**src/rtl/rxf_pkg.sv**
```systemverilog
package rxf_pkg;
  localparam int RXF_DATA_W = 8;

  typedef struct packed {
    logic                  brk;
    logic                  frm_err;
    logic                  par_err;
    logic [RXF_DATA_W-1:0] data;
  } rx_entry_t;
endpackage

```
**src/rtl/rxf_store.sv**
```systemverilog
module rxf_store
  import rxf_pkg::*;
#(
  parameter int DEPTH = 16,
  localparam int ADDR_W = $clog2(DEPTH),
  localparam int CNT_W  = ADDR_W + 1
) (
  input  logic             clk,
  input  logic             rst_n,
  input  logic             push,
  input  logic             pop,
  input  rx_entry_t        in_entry,
  output rx_entry_t        out_entry,
  output logic [CNT_W-1:0] count
);
  rx_entry_t        slots [DEPTH];
  logic [CNT_W-1:0] wptr, rptr;

  always_ff @(posedge clk) begin
    if (push) slots[wptr[ADDR_W-1:0]] <= in_entry;
  end

  always_ff @(posedge clk) begin
    if (!rst_n) begin
      wptr      <= '0;
      rptr      <= '0;
      out_entry <= '0;
    end else begin
      if (push) wptr <= wptr + 1'b1;
      if (pop) begin
        rptr      <= rptr + 1'b1;
        out_entry <= slots[rptr[ADDR_W-1:0]];
      end
    end
  end

  assign count = wptr - rptr;

  AST_COUNT_BOUND: assert property (@(posedge clk) disable iff (!rst_n)
    int'(count) <= DEPTH);
  AST_POP_HAS_DATA: assert property (@(posedge clk) disable iff (!rst_n)
    pop |-> count != '0);
endmodule

```
**src/rtl/rxf_level.sv**
```systemverilog
module rxf_level #(
  parameter int DEPTH  = 16,
  parameter int CNT_W  = 5,
  parameter int TRIG_0 = 1,
  parameter int TRIG_1 = 4,
  parameter int TRIG_2 = 8,
  parameter int TRIG_3 = 14
) (
  input  logic             clk,
  input  logic             rst_n,
  input  logic [CNT_W-1:0] count,
  input  logic [1:0]       sel,
  output logic             data_avail
);
  int thr;

  always_comb begin
    unique case (sel)
      2'd0:    thr = TRIG_0;
      2'd1:    thr = TRIG_1;
      2'd2:    thr = TRIG_2;
      default: thr = TRIG_3;
    endcase
  end

  assign data_avail = int'(count) >= thr;

  AST_TRIG_IDLE_EMPTY: assert property (@(posedge clk) disable iff (!rst_n)
    count == '0 |-> !data_avail);
  AST_TRIG_WHEN_FULL: assert property (@(posedge clk) disable iff (!rst_n)
    int'(count) == DEPTH |-> data_avail);
endmodule

```
**src/rtl/rxf_ovr.sv**
```systemverilog
module rxf_ovr (
  input  logic clk,
  input  logic rst_n,
  input  logic set,
  input  logic clr,
  output logic flag
);
  always_ff @(posedge clk) begin
    if (!rst_n)   flag <= 1'b0;
    else if (set) flag <= 1'b1;
    else if (clr) flag <= 1'b0;
  end

  AST_OVR_STICKY: assert property (@(posedge clk) disable iff (!rst_n)
    flag && !clr |=> flag);
  AST_OVR_SET_WINS: assert property (@(posedge clk) disable iff (!rst_n)
    set |=> flag);
endmodule

```
**src/rtl/rx_fifo_trig.sv**
```systemverilog
module rx_fifo_trig
  import rxf_pkg::*;
#(
  parameter int DEPTH  = 16,
  parameter int TRIG_0 = 1,
  parameter int TRIG_1 = 4,
  parameter int TRIG_2 = 8,
  parameter int TRIG_3 = 14,
  localparam int CNT_W = $clog2(DEPTH) + 1
) (
  input  logic                  clk,
  input  logic                  rst_n,
  input  logic                  wr_en,
  input  logic [RXF_DATA_W-1:0] wr_data,
  input  logic                  wr_par_err,
  input  logic                  wr_frm_err,
  input  logic                  wr_brk,
  input  logic                  rd_en,
  output logic [RXF_DATA_W-1:0] rd_data,
  output logic                  rd_par_err,
  output logic                  rd_frm_err,
  output logic                  rd_brk,
  input  logic [1:0]            trig_sel,
  output logic [CNT_W-1:0]      level,
  output logic                  empty,
  output logic                  data_avail,
  output logic                  overrun,
  input  logic                  ovr_clr
);
  rx_entry_t in_e, out_e;
  logic      full, pop, push, ovr_set;

  assign in_e  = '{brk: wr_brk, frm_err: wr_frm_err, par_err: wr_par_err, data: wr_data};
  assign empty = level == '0;
  assign full  = level == CNT_W'(DEPTH);

  // a pop on a full buffer frees the slot that a same-cycle write uses
  assign pop     = rd_en && !empty;
  assign push    = wr_en && (!full || pop);
  assign ovr_set = wr_en && full && !pop;

  rxf_store #(.DEPTH(DEPTH)) u_store (
    .clk(clk), .rst_n(rst_n), .push(push), .pop(pop),
    .in_entry(in_e), .out_entry(out_e), .count(level)
  );

  rxf_level #(
    .DEPTH(DEPTH), .CNT_W(CNT_W),
    .TRIG_0(TRIG_0), .TRIG_1(TRIG_1), .TRIG_2(TRIG_2), .TRIG_3(TRIG_3)
  ) u_level (
    .clk(clk), .rst_n(rst_n), .count(level), .sel(trig_sel), .data_avail(data_avail)
  );

  rxf_ovr u_ovr (
    .clk(clk), .rst_n(rst_n), .set(ovr_set), .clr(ovr_clr), .flag(overrun)
  );

  assign rd_data    = out_e.data;
  assign rd_par_err = out_e.par_err;
  assign rd_frm_err = out_e.frm_err;
  assign rd_brk     = out_e.brk;

  AST_PUSH_GROWS: assert property (@(posedge clk) disable iff (!rst_n)
    wr_en && !rd_en && !full |=> level == CNT_W'($past(level) + 1'b1));
  AST_OVR_KEEPS_LEVEL: assert property (@(posedge clk) disable iff (!rst_n)
    wr_en && !rd_en && full |=> level == CNT_W'(DEPTH) && overrun);
  AST_EMPTY_POP_HOLDS: assert property (@(posedge clk) disable iff (!rst_n)
    rd_en && empty |=> $stable(rd_data) && $stable(rd_brk) && $stable(rd_frm_err) && $stable(rd_par_err));
  AST_FULL_RW_NO_OVR: assert property (@(posedge clk) disable iff (!rst_n)
    wr_en && rd_en && full && !overrun |=> level == CNT_W'(DEPTH) && !overrun);
endmodule

```
**config.mk**
```make
export PLATFORM = sky130hd
export DESIGN_NAME = rx_fifo_trig
export DESIGN_NICKNAME = d
export VERILOG_FILES = /design/src/rtl/rxf_pkg.sv /design/src/rtl/rxf_store.sv /design/src/rtl/rxf_level.sv /design/src/rtl/rxf_ovr.sv /design/src/rtl/rx_fifo_trig.sv
export SDC_FILE = /design/constraint.sdc
export NUM_CORES = 1
export LEC_CHECK = 0
export ABC_AREA = 1
export ABC_CLOCK_PERIOD_IN_PS = 3500
export BUFFER_PORTS_ARGS = -buffer_cell sky130_fd_sc_hd__buf_2
export CORE_MARGIN = 2
export CORE_UTILIZATION = 40
export DETAILED_ROUTE_END_ITERATION = 8
export GPL_TIMING_DRIVEN = 0
export PLACE_DENSITY_LB_ADDON = 0.3
export SYNTH_ARGS = -nofsm -noshare
export SYNTH_HDL_FRONTEND = slang
export SYNTH_SLANG_ARGS = --single-unit
```
**constraint.sdc**
```tcl
create_clock -name clk -period 3.5 [get_ports clk]
set_clock_uncertainty 0.2 [all_clocks]
set_input_delay 0.525 -clock clk [delete_from_list [all_inputs] [get_ports clk]]
set_output_delay 0.525 -clock clk [all_outputs]
set_load 0.05 [all_outputs]
```
==> metrics.md, run 1 <==
| Metric | Value |
|---|---|
| Status | finished clean |
| # setup viols final | 0 |
| Fin crit share | 0.961 |
| Reg2reg setup slack | roughly 0.16 ns |
| Via count | 5804 |
| Pre-CTS WS | -0.725 ns |
| Final hold viol count | 0 |
| R2R depth | 14 |
| Ratio of cells with drive above 1 in the final layout | 0.159 |
| Crit Path Category | reg -> out |
| Worst-Skew Late Latency | 0.43 ns |
| Remaining antenna violation count | 0 |
| Clock-pin slew of the registers on the worst-case setup and hold paths | 0.07 ns |
| Placed cell areas | 8930 µm² |
| Final setup margin | around 0.14 ns |
| DR iter-0 viols | between 600 and 700 |
| CP Cell Sequence | inv_1 > ha_2 > fa_1 > inv_1 > ha_1 > a21boi_0 > o21a_1 > o21ai_1 > nand2_1 > buf_4 |
| Vias per Instance | just over 5 |
| H-tree levels | 4 |
| # port buffers | 35 |
| Power per cell area | 637 nW/µm² |
| Drt wl/cell | 18.6 µm |
| Slowest stage delay, CP | about 0.56 ns |
| DRC Markers | 0 |
| Root buffer cell | clkbuf_16 |
| N_diodes | 0 |
| Primary FF master, synth | edfxtp_1 |
| Stages on the worst setup path | 10 |
| RD Place Congestion | 0.877 |
| Reg-to-Reg End | u_store.slots[3][3] |
| Crit path max-delay family | adder cells |
| Crit Reg-Reg Startpoint | u_store.wptr[0] |
| Fillers | approximately 1900 |
| Final min period | 3.36 ns |
| Min-delay worst type | in -> reg |
| Fin util | 0.482 |
| Finished layout cell area | between 10000 and 15000 µm² |
| Core Rows | 53 |
| Worst Tran Pin Value | around 0.57 ns |
| Syn avg cell area | between 10 and 15 µm² |
| Peak supply drop | 0.000383 V |
| Initial antenna violation count | 0 |
| WHS Path Cells | 4 |
| Post-synth EDFFs | approximately 180 |
| Synth-to-layout area growth | 19.4% |
| Die Ht | between 100 and 150 µm |
| Yosys cell types | 29 |
| Die W | around 150 µm |
| Total die area | between 20000 and 25000 µm² |
| Fin. max-slew vios | 0 |
| Clock sink total | approximately 200 |
| HP Start | ovr_clr |
| Nets@finish | about 880 |
| Mux contribution to synthesized area | 0 |
| Syn Std Cell Area | 8400 µm² |
| Synth Instances | between 700 and 800 |
| Max clock buf depth | 2 |
| TritonCTS clock tree | done |
| Largest fanout on the critical path | 6 |
| Final wirelength | approximately 21000 µm |
| Setup tns final | 0 ns |
| Nature of the critical path endpoint | output port |
| Yosys warns | 0 |
| Initial Util | 0.403 |
| Grt ovf | 0 |
| Worst path arrival time | about 2.6 ns |
| Max-slew headroom | 0.620 |
| Setup crit end | data_avail |
| GR Util All Layers | 0.197 |
| Synth Register Bits | roughly 200 |
| Post-Synth Adder-Cell Area | 0.0217 |
| Mapped Nets | 806 |
| I/O pin count | 37 |
| LEAKAGE | about 0.0037 µW |
| Crit path launch type | flop |
| Worst setup path startpoint | u_store.wptr[0] |
| Main combinational cell family by area after synthesis | simple AND/OR/NAND/NOR gates |
| CTS Buf Count | 17 |
| Post-Synth Simple-Gate Area | 0.158 |
| Register area | around 5700 µm² |
| Async SR Flop Fraction | 0 |
| Pin count of the biggest net entering global routing | 20 |
| Vias in the first global route | ~5600 |
| MaxCap Viol Count | 0 |
| F_max | a little under 300 MHz |
| Pre-Repair DR Iteration Count | 5 |
| Register area share after synthesis | 0.682 |
| Most Frequent Cell on Critical Path | inv_1 |
| Compound-Gate Fraction of Synth Area | 0.0876 |
| DP Wirelength | 13500 µm |
| Post-Synth XOR/XNOR Area | 0.00730 |
| Buf+Inv Stages, Crit Path | 3 |
| Core Area | 20800 µm² |
| Multi-input gate area | 2450 µm² |
| CP required | between 2 and 3 ns |
| First-pass GRT wire length | around 32000 µm |
| Slowest-stage cell, CP | fa_1 |
-- per-layer routing --
metal | vias up | global-route usage | part of all wire
met1 | 2785 | 0.254 | 0.42
met2 | 208 | 0.329 | 0.49
met5 | - | 0 | 0
li1 | 2781 | - | -
met4 | 0 | 0.0705 | 0.026
met3 | 30 | 0.0410 | 0.065
-- sequential cells by signal (all words and copies together), names as in the netlist --
name               count
u_ovr.flag             1
u_store.out_entry     11
u_store.slots        176
u_store.rptr           5
u_store.wptr           5
-- final cells by class --
class | count | area share
flip-flops and latches | 198 | 0.571
multi-input cells | 490 | 0.244
repair buffers | 54 | 0.0484
clock buffers | 17 | 0.0424
well taps | 275 | 0.0343
clock inverters | 15 | 0.0233
inverters | 47 | 0.0182
plain buffers | 36 | 0.0177
-- how the worst min path moves through the flow --
| stage | end | slack [ns] |
|---|---|---|
| global route | u_ovr.flag | 0.16 |
| detailed placement | u_ovr.flag | 0.26 |
| CTS | u_ovr.flag | 0.13 |
| global placement | u_ovr.flag | 0.26 |
| floorplan | u_store.rptr[3] | 0.25 |
| finish | u_ovr.flag | 0.15 |
-- cells in the mapped netlist (6+ instances only) --
library cell    n  area (µm²)
a21oi_1        11        55.1
buf_2          16        80.1
clkbuf_1       19        71.3
dfxtp_1        22         440
edfxtp_1      176        5290
ha_1           13         163
inv_1          43         161
nand2_1       111         417
nand3_1        27         135
nor2_1        190         713
o211ai_1       22         165
o21ai_0        86         430
o21ai_1        14        70.1
xor2_1          6        52.6
-- per-stage QoR --
step	hold slack [ns]	cells	power, µW
2_1_floorplan	0.252	774	3770
3_3_place_gp	0.255	1084	4200
3_5_place_dp	0.258	1084	4220
4_1_cts	0.132	1128	6410
5_1_grt	0.165	1132	6670
6_report	0.146	1132	6390
-- worst min-delay path, stage by stage --
cell,delay (ns)
buf_2,0.07
inv_1,0.03
nand2_1,0.04
a21oi_1,0.06
-- what timing repair did --
item | 4_1_cts | 5_1_grt
gates resized for setup | 35 | 13
setup endpoints to repair | 179 | 178
hold buffers | 0 | 0
setup buffers | 14 | 5
pin swaps | 12 | 3
-- layout by cell type (no fill, tap or decap), types with 20 or more instances in the layout --
master and n:
edfxtp_1 176, dfxtp_1 20, o21ai_0 85, nand3_1 27, buf_2 49, nand2_1 108
o211ai_1 22, inv_1 42, nor2_1 174
-- logic make-up (layout without fill, tap and decap cells) --
kind of cell	Yosys count	count (layout)
buffers and inverters	86	169
AOI/OAI and AO/OA	135	135
xor gates and xnor gates	7	7
DFF	198	198
adders and majority gates	14	14
and+or+nand+nor	334	334
-- power by group --
| part | internal [µW] | total (µW) | switching (µW) |
|---|---|---|---|
| clock | 1230 | 2170 | 938 |
| sequential | 2650 | 2690 | 42.3 |
| combinational | 429 | 1530 | 1100 |
(Power assumes the default switching activity.)
==> run 2: changes to the inputs <==
CAP_MARGIN = 20   (was unset)
CORE_UTILIZATION = 61   (was 40)
SYNTH_HIERARCHICAL = 1   (was unset)
==> run 2 against run 1 <==
Effect of this change:
- total power shrank 2.6%
- largest cell class unchanged
- critical path depth grew 2
- combinational power is essentially flat
- global-route usage grew 10 points
- sequential cell count is the same
- largest power group unchanged
- via count grew 7.2%
- highest routed layer unchanged
- final area shrank 3.0%
- synthesized cell count grew 0.78%
- worst setup slack gained 0.039 ns
==> metrics.md, run 2 <==
| Metric | Value |
|---|---|
| F_max | 301 MHz (was 297 MHz) |
| Initial antenna violation count | 0 (unchanged) |
| Vias per Instance | 6.00 (was 5.13) |
| I/O pin count | 37 (unchanged) |
| Worst path arrival time | 2.60 ns (was 2.64 ns) |
| Max clock buf depth | 2 (unchanged) |
| CP required | 2.77 ns (about the same) |
| MaxCap Viol Count | 0 (unchanged) |
| Grt ovf | 0 (unchanged) |
| DR iter-0 viols | 881 (was 641) |
| Clk network pwr share | 0.329 (was 0.340) |
| Hold Buf Count CTS | 0 (unchanged) |
| Slowest stage delay, CP | 0.39 ns (was 0.56 ns) |
| Register area share after synthesis | 0.686 (was 0.682) |
| Setup tns final | 0 ns (unchanged) |
| Core Rows | 42 (was 53) |
| Initial Util | 0.628 (was 0.403) |
| Fin crit share | 0.950 (was 0.961) |
| Most common cell after layout, fill and taps aside | nand2_1 (was edfxtp_1) |
| # setup viols final | 0 (unchanged) |
| Min-delay worst type | in -> reg (unchanged) |
| Post-synth top cells | nand2_1, edfxtp_1, nand3_1, nor2_1, inv_1 (was nor2_1, edfxtp_1, nand2_1, o21ai_0, inv_1) |
| Crit Path Category | reg -> out (unchanged) |
| Mapped Nets | 812 (was 806) |
| Fillers | 837 (was 1866) |
| HP Start | ovr_clr (unchanged) |
| Syn Std Cell Area | 8350 µm² (was 8400 µm²) |
| Crit path max-delay family | adder cells (unchanged) |
| Most common cell in the netlist | nand2_1 (was nor2_1) |
| Most frequent cells in the layout | nand2_1, edfxtp_1, nand3_1 (was edfxtp_1, nor2_1, nand2_1) |
| H-tree levels | 4 (unchanged) |
| Die Ht | 121 µm (was 149 µm) |
| DP Wirelength | 13500 µm (about the same) |
| Pin count of the biggest net entering global routing | 19 (was 20) |
| Int Power | 4240 µW (was 4310 µW) |
| R2R depth | 12 (was 14) |
| Synth-to-layout area growth | 16.5% (was 19.4%) |
| Most Frequent Cell on Critical Path | nand2_1 (was inv_1) |
| Yosys warns | 6 (was 0) |
| Nature of the critical path endpoint | output port (unchanged) |
| First-pass GRT wire length | 31900 µm (was 31800 µm) |
| Hold Crit Endpoint | u_ovr/flag (was u_ovr.flag) |
| Buf+Inv Stages, Crit Path | 3 (unchanged) |
| Seq pwr share | 0.430 (was 0.421) |
| Ratio of cells with drive above 1 in the final layout | 0.160 (was 0.159) |
| Post-synth EDFFs | 176 (unchanged) |
| Async SR Flop Fraction | 0 (unchanged) |
| Sw frac | 0.319 (was 0.326) |
| Synth Register Bits | 198 (unchanged) |
| Cell taking the most area after synthesis | edfxtp_1 (unchanged) |
| # port buffers | 36 (was 35) |
| Vias in the first global route | 5861 (was 5581) |
| Pre-Repair DR Iteration Count | 6 (was 5) |
| Power per cell area | 640 nW/µm² (was 637 nW/µm²) |
| Synth top area share | 0.633 (was 0.629) |
| Remaining antenna violation count | 0 (unchanged) |
| Worst Tran Pin Value | 0.600 ns (was 0.570 ns) |
| Crit path launch type | flop (unchanged) |
| Worst-Skew Late Latency | 0.44 ns (was 0.43 ns) |
| CP Cell Sequence | clkinvlp_4 > buf_4 > ha_2 > nand3_1 > nand2_1 > xor2_2 > ha_1 > nand2_1 > nor2_1 > nand2_1 > nand2_1 > buf_4 (was inv_1 > ha_2 > fa_1 > inv_1 > ha_1 > a21boi_0 > o21a_1 > o21ai_1 > nand2_1 > buf_4) |
| N_diodes | 0 (unchanged) |
| Max reg flops | 176 (unchanged) |
| CTS Buf Count | 17 (unchanged) |
| Nets@finish | 880 (was 876) |
| Syn avg cell area | 10.7 µm² (was 10.9 µm²) |
| Switching pwr | 1990 µW (was 2080 µW) |
| Reg2reg setup slack | 0.21 ns (was 0.16 ns) |
| Synth Instances | 780 (was 774) |
| Clock-pin slew of the registers on the worst-case setup and hold paths | 0.07 ns (about the same) |
| Largest fanout on the critical path | 10 (was 6) |
| Reg-to-Reg End | u_store/slots[4][3] (was u_store.slots[3][3]) |
| Total die area | 14600 µm² (was 22200 µm²) |
| Clock sink total | 198 (unchanged) |
| DRC Markers | 0 (unchanged) |
| Crit Reg-Reg Startpoint | u_store/rptr[3] (was u_store.wptr[0]) |
| GR Util All Layers | 0.300 (was 0.197) |
| Peak supply drop | 0.000443 V (was 0.000383 V) |
| Final hold viol count | 0 (unchanged) |
| Combinational share of power | 0.241 (was 0.239) |
| Final setup margin | 0.175 ns (was 0.136 ns) |
| Final min period | 3.32 ns (was 3.36 ns) |
| WHS Path Cells | 4 (unchanged) |
| Slowest-stage cell, CP | dfxtp_4 (was fa_1) |
| Root buffer cell | clkbuf_16 (unchanged) |
| Top post-synthesis cells by area | edfxtp_1, nand2_1, nand3_1 (was edfxtp_1, nor2_1, dfxtp_1) |
| Status | finished clean (unchanged) |
| Final wirelength | 21300 µm (was 21000 µm) |
| Pre-CTS WS | -0.398 ns (was -0.725 ns) |
| Via count | 6221 (was 5804) |
| Primary FF master, synth | edfxtp_1 (unchanged) |
| TritonCTS clock tree | done (unchanged) |
| Die W | 121 µm (was 149 µm) |
| Fin. max-slew vios | 0 (unchanged) |
| Drt wl/cell | 20.6 µm (was 18.6 µm) |
| LEAKAGE | 0.00381 µW (was 0.00368 µW) |
| Hold slack | 0.135 ns (was 0.146 ns) |
| Yosys cell types | 29 (unchanged) |
| Core Area | 13300 µm² (was 20800 µm²) |
| RD Place Congestion | 0.960 (was 0.877) |
| Max-slew headroom | 0.600 (was 0.620) |
[run 2: worst max path at each step]
stage               startpoint                    to  slack (ns)  cells after the start
2_1_floorplan  u_store/rptr[2]  u_store/slots[11][0]        0.01                     13
3_3_place_gp   u_store/rptr[1]   u_store/slots[3][5]       -0.29                     13
3_5_place_dp   u_store/rptr[1]   u_store/slots[3][5]       -0.40                     13
4_1_cts        u_store/rptr[3]   u_store/slots[2][8]        0.02                     12
5_1_grt        u_store/rptr[3]   u_store/slots[4][5]       -0.02                     12
6_report       u_store/rptr[2]            data_avail        0.18                     12
[run 2: worst min-delay path, delay by kind of cell]
family / cells / cell delay [ns]
compound gates: 1 / 0.05
buf+inv: 2 / 0.10
simple gates: 1 / 0.06
[run 2: kinds of logic (layout without fill, tap and decap cells)]
kind of cell	Yosys count	count (layout)	share of synthesized area
AOI/OAI and AO/OA	16	16	0.0108
and+or+nand+nor	469	469	0.234
adders and majority gates	14	14	0.0219
xor gates and xnor gates	4	4	0.00420
DFF	198	198	0.686
buffers and inverters	79	160	0.0427
[run 2: stage by stage]
step                cells  total power (µW)   util  cell area, µm²
floorplan             780              3730      -            8370
global placement      992              4100  0.660            8770
detailed placement    992              4140  0.660            8770
CTS                  1030              6190  0.719            9560
global route         1037              6470  0.732            9730
finish               1037              6230  0.732            9730
[run 2: per-layer routing]
layer | part of all wire | up-vias | global-route usage
met5 | 0 | - | 0
met4 | 0.039 | 0 | 0.137
met3 | 0.12 | 61 | 0.0916
met2 | 0.46 | 471 | 0.445
met1 | 0.38 | 2915 | 0.410
li1 | - | 2774 | -
[run 2: cell type report]
cell class | instances | area [µm²] | share of cell area
flip-flops and latches | 198 | 5730 | 0.589
inverters | 40 | 159 | 0.0163
repair buffers | 50 | 375 | 0.0386
clock inverters | 15 | 201 | 0.0207
plain buffers | 38 | 205 | 0.0211
clock buffers | 17 | 425 | 0.0437
multi-input cells | 503 | 2410 | 0.248
well taps | 176 | 220 | 0.0226
[run 2: power groups by stage]
stage                     logic [µW]  clock network, µW  registers, µW
after detailed placement        1420                  0           2730
final                           1500               2050           2680
after CTS                       1450               2070           2680
after floorplan                  886                  0           2840
after global placement          1370                  0           2720
after global routing            1610               2180           2680
[run 2: timing repair]
action	CTS	global route
endpoints found under the setup margin	178	183
pin swaps	4	6
gates resized for setup	27	14
hold endpoints to repair	0	0
setup buffers	7	7
gates cloned	0	0
==> run 3: changes to the inputs <==
SYNTH_HIERARCHICAL = unset   (was 1)
==> run 3 against run 2 <==
Effect of this change:
- non-clock buffer count decreased by 4
- sequential power hardly changed
- wire length down 0.40%
- first-iteration DRC count rose by 22%
- fmax decreased by 2.4%
- utilization grew 0.33 points
==> metrics.md, run 3 (same netlist as run 1, synthesis figures left out) <==
| Metric | Value |
|---|---|
| Status | finished clean (unchanged) |
| HP Start | ovr_clr (unchanged) |
| Min-delay worst type | in -> reg (unchanged) |
| DR iter-0 viols | 1077 (was 881) |
| Nets@finish | 870 (was 880) |
| I/O pin count | 37 (unchanged) |
| Core Area | 13300 µm² (about the same) |
| Fin util | 0.735 (was 0.732) |
| Most common cell after layout, fill and taps aside | edfxtp_1 (was nand2_1) |
| Vias in the first global route | 5857 (was 5861) |
| WHS Path Cells | 4 (unchanged) |
| Crit path max-delay family | simple AND/OR/NAND/NOR gates (was adder cells) |
| Nature of the critical path endpoint | flop (was output port) |
| Crit Path Category | reg -> reg (was reg -> out) |
| Hold slack | 0.118 ns (was 0.135 ns) |
| Worst path arrival time | 3.36 ns (was 2.60 ns) |
| MaxCap Viol Count | 0 (unchanged) |
| Tot Pwr | 6310 µW (was 6230 µW) |
| CP Cell Sequence | inv_1 > ha_2 > fa_1 > nand3b_1 > nand2_1 > nand2_1 > nand2_1 > nor2_1 > nand2_2 > nand2_1 > inv_2 > nand2_1 > nor2_4 > buf_12 (was clkinvlp_4 > buf_4 > ha_2 > nand3_1 > nand2_1 > xor2_2 > ha_1 > nand2_1 > nor2_1 > nand2_1 > nand2_1 > buf_4) |
| Worst setup path startpoint | u_store.wptr[0] (was u_store/rptr[2]) |
| Worst-Skew Late Latency | 0.45 ns (was 0.44 ns) |
| Max clock buf depth | 2 (unchanged) |
| TritonCTS clock tree | done (unchanged) |
| Drt wl/cell | 20.7 µm (was 20.6 µm) |
| Crit path launch type | flop (unchanged) |
| Slowest stage delay, CP | 0.47 ns (was 0.39 ns) |
| Power per cell area | 643 nW/µm² (was 640 nW/µm²) |
| Initial Util | 0.629 (was 0.628) |
| Peak supply drop | 0.000410 V (was 0.000443 V) |
| RSZ-0062 raised after global routing | yes |
| Clock-pin slew of the registers on the worst-case setup and hold paths | 0.07 ns (about the same) |
| CTS Buf Count | 17 (unchanged) |
| F_max | 294 MHz (was 301 MHz) |
| Total die area | 14700 µm² (was 14600 µm²) |
| Synth-to-layout area growth | 16.8% (was 16.5%) |
| Pin count of the biggest net entering global routing | 17 (was 19) |
| Final hold viol count | 0 (unchanged) |
| Fin crit share | 0.973 (was 0.950) |
| Root buffer cell | clkbuf_16 (unchanged) |
| Pre-Repair DR Iteration Count | 6 (unchanged) |
| Max reg flops | 176 (unchanged) |
| CP required | 3.46 ns (was 2.77 ns) |
| Hold Buf Count CTS | 0 (unchanged) |
| DRC Markers | 0 (unchanged) |
| Final wirelength | 21300 µm (about the same) |
| First-pass GRT wire length | 31600 µm (was 31900 µm) |
| R2R depth | 14 (was 12) |
| RD Place Congestion | 0.925 (was 0.960) |
| Largest fanout on the critical path | 11 (was 10) |
| Slowest-stage cell, CP | fa_1 (was dfxtp_4) |
| Most Frequent Cell on Critical Path | nand2_1 (unchanged) |
| Crit Reg-Reg Startpoint | u_store.wptr[0] (was u_store/rptr[3]) |
| Max-slew headroom | 0.469 (was 0.600) |
| Via count | 6195 (was 6221) |
| Remaining antenna violation count | 0 (unchanged) |
| Grt ovf | 0 (unchanged) |
| Clock sink total | 198 (unchanged) |
| Final min period | 3.41 ns (was 3.32 ns) |
| # port buffers | 35 (was 36) |
| Buf+Inv Stages, Crit Path | 3 (unchanged) |
| H-tree levels | 4 (unchanged) |
| Fin. max-slew vios | 0 (unchanged) |
| Die Ht | 121 µm (about the same) |
| Stages on the worst setup path | 14 (was 12) |
| GR Util All Layers | 0.298 (was 0.300) |
| N_diodes | 0 (unchanged) |
| Ratio of cells with drive above 1 in the final layout | 0.146 (was 0.160) |
| Vias per Instance | 6.03 (was 6.00) |
| Most frequent cells in the layout | edfxtp_1, nor2_1, nand2_1 (was nand2_1, edfxtp_1, nand3_1) |
| Initial antenna violation count | 0 (unchanged) |
| Die W | 121 µm (about the same) |
| DP Wirelength | 13000 µm (was 13500 µm) |
| LEAKAGE | 0.00362 µW (was 0.00381 µW) |
| Worst Tran Pin Value | 0.796 ns (was 0.600 ns) |
| Core Rows | 42 (unchanged) |
| # setup viols final | 0 (unchanged) |
## run 3: cell types whose count changed in the layout (fill, tap and decap cells not counted), sizes merged, moves of 14 or more
cell    delta
buf       -14
nand2    -153
nand3    -113
nor2     +135
o211ai    +22
o21ai     +97
## run 3: final timing paths
path                                       endpoint  slack, ns
worst min register to register           u_ovr.flag       0.26
worst min-delay path                     u_ovr.flag       0.12
worst max register to register  u_store.slots[8][9]       0.09
worst max-delay path            u_store.slots[8][9]       0.09
## run 3: timing repair
item,4_1_cts,5_1_grt
buffers inserted,9,4
endpoints found under the setup margin,178,167
resized for setup,36,6
pin swaps,8,4
## run 3: power breakdown
| part | total [µW] | internal, µW | switching, µW |
|---|---|---|---|
| combinational | 1520 | 423 | 1100 |
| sequential | 2690 | 2650 | 41.5 |
| clock | 2100 | 1260 | 839 |
## run 3: through the flow
step	setup slack [ns]	cell area [µm²]	cells	setup TNS (ns)
after floorplan	0.0194	8410	774	0
final	0.0935	9810	1027	0
after global placement	-0.444	8800	985	-56.61
after global routing	-0.0378	9810	1027	-1.76
after CTS	0.0216	9720	1024	0
after detailed placement	-0.527	8800	985	-77.94
## run 3: worst min-delay path: stages
cell and delay [ns]:
buf_2 0.07, inv_1 0.03, nand2_1 0.04, a21oi_1 0.05
## run 3: area by class of cell
cell class / instances / area [µm²]
sequential: 198 / 5730
fill: 816 / 3540
multi-input combinational: 490 / 2440
clock buffer: 17 / 425
timing repair buffer: 48 / 425
tap: 176 / 220
clock inverter: 15 / 209
inverter: 47 / 181
buffer: 36 / 180
## run 3: layer usage
layer / global-route usage / wire length [µm] / up-vias / part of all wire
li1: - / - / 2760 / -
met1: 0.394 / 7940 / 2927 / 0.37
met2: 0.458 / 9970 / 427 / 0.47
met3: 0.0742 / 2380 / 81 / 0.11
met4: 0.163 / 960 / 0 / 0.045
met5: 0 / 0 / - / 0
